File: src/rtl/extTrigAdcPkg.sv
package extTrigAdcPkg;

  typedef enum logic [1:0] {
    ST_IDLE = 2'd0,
    ST_WAIT = 2'd1,
    ST_CONV = 2'd2
  } ctlState_t;

  // Strobes from control to datapath
  typedef struct packed {
    logic start;
    logic abort;
    logic capture;
  } ctlStrobe_t;

  localparam logic [1:0] ADDR_CTRL = 2'd0;
  localparam logic [1:0] ADDR_MODE = 2'd1;
  localparam logic [1:0] ADDR_CHAN = 2'd2;

endpackage

File: src/rtl/adcTrigEdge.sv
module adcTrigEdge #(
  parameter int SYNC_STAGES = 2
) (
  input  logic       clk,
  input  logic       rstN,
  input  logic       pinIn,
  input  logic [1:0] edgeSel,
  output logic       trigPulse
);

  logic [SYNC_STAGES-1:0] syncQ;
  logic                   prevQ;
  logic                   syncOut;
  logic                   riseDet;
  logic                   fallDet;

  generate
    if (SYNC_STAGES == 1) begin : gSingle
      always_ff @(posedge clk) begin
        if (!rstN) syncQ <= '0;
        else       syncQ <= pinIn;
      end
    end else begin : gChain
      always_ff @(posedge clk) begin
        if (!rstN) syncQ <= '0;
        else       syncQ <= {syncQ[SYNC_STAGES-2:0], pinIn};
      end
    end
  endgenerate

  assign syncOut = syncQ[SYNC_STAGES-1];

  always_ff @(posedge clk) begin
    if (!rstN) prevQ <= 1'b0;
    else       prevQ <= syncOut;
  end

  assign riseDet   = syncOut & ~prevQ;
  assign fallDet   = ~syncOut & prevQ;
  assign trigPulse = (edgeSel[0] & riseDet) | (edgeSel[1] & fallDet);

endmodule

File: src/rtl/adcTrigCtrl.sv
module adcTrigCtrl
  import extTrigAdcPkg::*;
(
  input  logic       clk,
  input  logic       rstN,
  input  logic       regWrEn,
  input  logic [1:0] regWrAddr,
  input  logic       enBit,
  input  logic       trigPulse,
  input  logic       coreDone,
  output ctlStrobe_t strobes,
  output logic       convActive
);

  ctlState_t stateQ;
  ctlState_t stateD;
  logic      wrHit;
  logic      ctlWr;
  logic      running;
  logic      inConv;

  assign wrHit   = regWrEn && (regWrAddr <= ADDR_CHAN);
  assign ctlWr   = regWrEn && (regWrAddr == ADDR_CTRL);
  assign running = (stateQ != ST_IDLE);
  assign inConv  = (stateQ == ST_CONV);

  always_comb begin
    strobes.start   = running && trigPulse && !wrHit;
    strobes.abort   = inConv && (wrHit || trigPulse);
    strobes.capture = inConv && coreDone && !wrHit && !trigPulse;
  end

  always_comb begin
    stateD = stateQ;
    if (ctlWr) begin
      stateD = enBit ? ST_WAIT : ST_IDLE;
    end else if (wrHit) begin
      if (inConv) stateD = ST_WAIT;
    end else if (strobes.start) begin
      stateD = ST_CONV;
    end else if (strobes.capture) begin
      stateD = ST_WAIT;
    end
  end

  always_ff @(posedge clk) begin
    if (!rstN) stateQ <= ST_IDLE;
    else       stateQ <= stateD;
  end

  assign convActive = inConv;

endmodule

File: src/rtl/adcTrigDatapath.sv
module adcTrigDatapath
  import extTrigAdcPkg::*;
#(
  parameter int NUM_CH = 4,
  parameter int RES_W  = 10,
  parameter int CH_W   = $clog2(NUM_CH)
) (
  input  logic                         clk,
  input  logic                         rstN,
  input  logic                         regWrEn,
  input  logic [1:0]                   regWrAddr,
  input  logic [2:0]                   regWrData,
  input  ctlStrobe_t                   strobes,
  input  logic [RES_W-1:0]             coreResult,
  output logic [1:0]                   edgeSel,
  output logic [1:0]                   convMode,
  output logic [CH_W-1:0]              convChan,
  output logic                         eocIrq,
  output logic [NUM_CH-1:0][RES_W-1:0] results
);

  always_ff @(posedge clk) begin
    if (!rstN) begin
      edgeSel  <= 2'b00;
      convMode <= 2'b00;
      convChan <= '0;
    end else if (regWrEn) begin
      case (regWrAddr)
        ADDR_CTRL: edgeSel  <= regWrData[2:1];
        ADDR_MODE: convMode <= regWrData[1:0];
        ADDR_CHAN: convChan <= regWrData[CH_W-1:0];
        default:   ;
      endcase
    end
  end

  always_ff @(posedge clk) begin
    if (!rstN) eocIrq <= 1'b0;
    else       eocIrq <= strobes.capture;
  end

  for (genvar ch = 0; ch < NUM_CH; ch++) begin : gResult
    always_ff @(posedge clk) begin
      if (!rstN)
        results[ch] <= '0;
      else if (strobes.capture && (convChan == CH_W'(ch)))
        results[ch] <= coreResult;
    end
  end

endmodule

File: src/rtl/extTrigAdcCtl.sv
module extTrigAdcCtl
  import extTrigAdcPkg::*;
#(
  parameter int NUM_CH      = 4,
  parameter int RES_W       = 10,
  parameter int SYNC_STAGES = 2
) (
  input  logic                         clk,
  input  logic                         rstN,
  input  logic                         trigPin,
  input  logic                         regWrEn,
  input  logic [1:0]                   regWrAddr,
  input  logic [2:0]                   regWrData,
  output logic                         convStart,
  output logic                         convAbort,
  output logic [$clog2(NUM_CH)-1:0]    convChan,
  output logic [1:0]                   convMode,
  input  logic                         coreDone,
  input  logic [RES_W-1:0]             coreResult,
  output logic                         convActive,
  output logic                         eocIrq,
  output logic [NUM_CH-1:0][RES_W-1:0] results
);

  localparam int CH_W = $clog2(NUM_CH);

  logic       trigPulse;
  logic [1:0] edgeSel;
  ctlStrobe_t strobes;

  adcTrigEdge #(.SYNC_STAGES(SYNC_STAGES)) u_edge (
    .clk      (clk),
    .rstN     (rstN),
    .pinIn    (trigPin),
    .edgeSel  (edgeSel),
    .trigPulse(trigPulse)
  );

  adcTrigCtrl u_ctrl (
    .clk       (clk),
    .rstN      (rstN),
    .regWrEn   (regWrEn),
    .regWrAddr (regWrAddr),
    .enBit     (regWrData[0]),
    .trigPulse (trigPulse),
    .coreDone  (coreDone),
    .strobes   (strobes),
    .convActive(convActive)
  );

  adcTrigDatapath #(.NUM_CH(NUM_CH), .RES_W(RES_W), .CH_W(CH_W)) u_dp (
    .clk       (clk),
    .rstN      (rstN),
    .regWrEn   (regWrEn),
    .regWrAddr (regWrAddr),
    .regWrData (regWrData),
    .strobes   (strobes),
    .coreResult(coreResult),
    .edgeSel   (edgeSel),
    .convMode  (convMode),
    .convChan  (convChan),
    .eocIrq    (eocIrq),
    .results   (results)
  );

  assign convStart = strobes.start;
  assign convAbort = strobes.abort;

endmodule

File: config.mk
export PLATFORM = sky130hd
export DESIGN_NAME = extTrigAdcCtl
export DESIGN_NICKNAME = d
export VERILOG_FILES = /design/src/rtl/extTrigAdcPkg.sv /design/src/rtl/adcTrigEdge.sv /design/src/rtl/adcTrigCtrl.sv /design/src/rtl/adcTrigDatapath.sv /design/src/rtl/extTrigAdcCtl.sv
export SDC_FILE = /design/constraint.sdc
export NUM_CORES = 1
export LEC_CHECK = 0
export ABC_AREA = 0
export BUFFER_PORTS_ARGS = -buffer_cell sky130_fd_sc_hd__buf_4
export CAP_MARGIN = 30
export CORE_AREA = 2 2 67 69
export CTS_CLUSTER_SIZE = 25
export DETAILED_ROUTE_END_ITERATION = 7
export DIE_AREA = 0 0 69 71
export PLACE_DENSITY = 0.86
export REMOVE_ABC_BUFFERS = 1
export SKIP_CTS_REPAIR_TIMING = 1
export SYNTH_ARGS = -nofsm -noshare
export SYNTH_HDL_FRONTEND = slang
export SYNTH_HIERARCHICAL = 1
export SYNTH_SLANG_ARGS = --single-unit
File: constraint.sdc
create_clock -name clk -period 2.2 [get_ports clk]
set_input_delay 0.44 -clock clk [delete_from_list [all_inputs] [get_ports clk]]
set_output_delay 0.44 -clock clk [all_outputs]
set_load 0.05 [all_outputs]
==> impl_metrics.json <==
{
  "netlist_area_mm2": 0.00199,
  "drive_above_1_share_pct": 31.6,
  "slew_headroom_pct": 60.4,
  "crit_type": "register to register",
  "async_flop_share_pct": 0,
  "crit_cells": 6,
  "clock-root-buffer": "clkbuf_8",
  "hp-class": "input pin to register",
  "rsz0062_at_grt": "false",
  "drc": 0,
  "fin_skew_ps": 11.6,
  "cp_slowest_cell": "and3b_2",
  "holdPathStages": 2,
  "die_w_um": 69,
  "synth_cell_type_count": 27,
  "antennaDiodeCount": 0,
  "maxCapViolations": 0,
  "critPathTopFamily": "simple AND/OR/NAND/NOR gates",
  "maxSlewViolCount": 0,
  "dieArea_mm2": 0.00490,
  "vias": 1576,
  "numCtsBuffers": 5,
  "tightest_slew_ps": 594,
  "synth-seq-cells": 52,
  "syn_to_final_growth_pct": 31.9,
  "numPortBuffers": 67,
  "rr_worst_depth": 6,
  "antenna_found_initial": 0,
  "powerDensity_mw_per_mm2": 605,
  "ff_latch_area_mm2": 0.00104,
  "max_freq_ghz": 0.522,
  "path_clk_slew_ps": 90,
  "fin_crit_sh_pct": 87.0,
  "synth.yosys.seq_area_share_pct": 52.2,
  "min_period_ps": 1910,
  "cp-start-kind": "register",
  "dp_hpwl_mm": 3.07,
  "crit_required_ps": 2430,
  "cpPeakStageDelay_ps": 500,
  "r2r_slack_ps": 290,
  "crit_arrival_ps": 2150,
  "grt_pass1_vias": 1403,
  "h-tree-depth": 2,
  "insertion_delay_ps": 310,
  "power_leakage_uw": 0.00134,
  "finalWirelength_mm": 4.27,
  "wl_per_cell_um": 13.3,
  "avgSynthCellArea_um2": 9.92,
  "synth_edf_count": 0,
  "multiInputGateArea_um2": 896,
  "cts_tree": "built",
  "core_mm2": 0.00420,
  "finalSetupViolCount": 0,
  "grt_use_total_pct": 17.6,
  "status": "finished clean",
  "synth_cells": 201,
  "io_pins": 68,
  "die_h_um": 71,
  "grt_max_degree": 64,
  "ir_worst_vdd_mv": 0.439,
  "overflow": 0,
  "endpoint_kind": "register",
  "initial_utilization_pct": 47.4,
  "ant_nets": 0,
  "place.gp.congestion": 0.811,
  "hold_viol": 0,
  "vias_per_cell": 4.91,
  "tns_ps": 0,
  "grt_pass1_wl_mm": 6.86,
  "fill_cells": 380,
  "dr.pass1.iters": 4,
  "ys_warn_count": 6,
  "path_max_fanout": 10,
  "cp_cell_sequence": "nand3b_1 -> o21ai_2 -> nand2b_1 -> nor3_1 -> and3b_2 -> mux2i_1",
  "nNetsFinal": 288,
  "drt_iter0_markers": 98,
  "cts_max_path_buffers": 2,
  "path_buf_inv": 0,
  "finalPower_uw": 1590,
  "synth_ff_type": "dfxtp_1",
  "cts_sinks": 52,
  "rows": 24
}
[path summary, 6_finish.rpt]
check                                   from                       endpoint
setup / recovery  u_edge/syncQ[1]$_SDFF_PN0_  u_dp/results[10]$_SDFFE_PN0P_
hold reg to reg   u_edge/syncQ[0]$_SDFF_PN0_     u_edge/syncQ[1]$_SDFF_PN0_
hold / removal                       trigPin     u_edge/syncQ[0]$_SDFF_PN0_
setup reg to reg  u_edge/syncQ[1]$_SDFF_PN0_  u_dp/results[10]$_SDFFE_PN0P_
[stage by stage]
step	utilization [%]	hold slack, ps	setup slack [ps]	cell area [µm²]	std cells
after floorplan	-	412	397	1940	190
after global placement	60.3	421	125	2540	313
after detailed placement	60.3	418	44.0	2540	313
after CTS	62.5	326	124	2630	321
after global routing	62.5	323	161	2630	321
final	62.5	331	285	2630	321
[layout by cell type, fill, tap and decap left out, drive strengths merged]
cell type	count
clkinv	1
nor3b	1
a21oi	1
o21bai	1
nor2	5
nand3b	4
and3b	1
and2	4
clkinvlp	1
o21ai	3
nor3	1
nand2b	2
dfxtp	52
mux2i	46
buf	71
a211oi	1
a21boi	1
clkbuf	5
nand3	1
o2111ai	1
or3b	1
o2111a	1
nand2	61
a211o	1
inv	2
[area by class of cell]
type / instances / area share, %
Multi-Input combinational cell: 137 / 34.1
Sequential cell: 52 / 39.6
Timing Repair Buffer: 71 / 20.3
Clock buffer: 5 / 2.62
Clock inverter: 3 / 0.809
Inverter: 1 / 0.143
Tap cell: 52 / 2.48
[per-layer routing]
metal  track usage [%]  routed length (µm)  share of wire (%)  up-vias
met5                 0                   0                  0        -
met4              6.54                  64                1.5        0
met3              3.99                 197                4.6        6
met2              29.2                2110                 49       37
met1              22.7                1900                 44      728
li1                  -                   -                  -      805
[report_power, final]
part | internal [µW] | switching (µW)
Sequential | 947 | 5.21
Clock | 226 | 316
Combinational | 41.1 | 55.4
Total | 1210 | 377
[synth_stat cells (2+ instances only)]
library cell | instances | area [µm²]
nand2_1 | 61 | 229
dfxtp_1 | 52 | 1040
mux2i_1 | 46 | 460
buf_2 | 5 | 25.0
clkbuf_1 | 5 | 18.8
nor2_1 | 5 | 18.8
nand3b_1 | 4 | 30.0
and2_1 | 2 | 12.5
and2_2 | 2 | 15.0
nand2b_1 | 2 | 12.5
[cell families (layout without fill, tap and decap cells)]
family | after synthesis | in the layout | synth area share (%)
simple gates | 81 | 81 | 17.8
buf+inv | 12 | 80 | 2.95
compound gates | 10 | 10 | 3.95
mux | 46 | 46 | 23.1
flops | 52 | 52 | 52.2
[flip-flops by register name (all words and copies together) (netlist names)]
name           cells
u_dp/convMode      2
u_dp/edgeSel       2
u_ctrl/stateQ      2
u_dp/convChan      2
u_edge/syncQ       2
u_dp/eocIrq        1
u_edge/prevQ       1
u_dp/results      40
(Power assumes the default switching activity.)
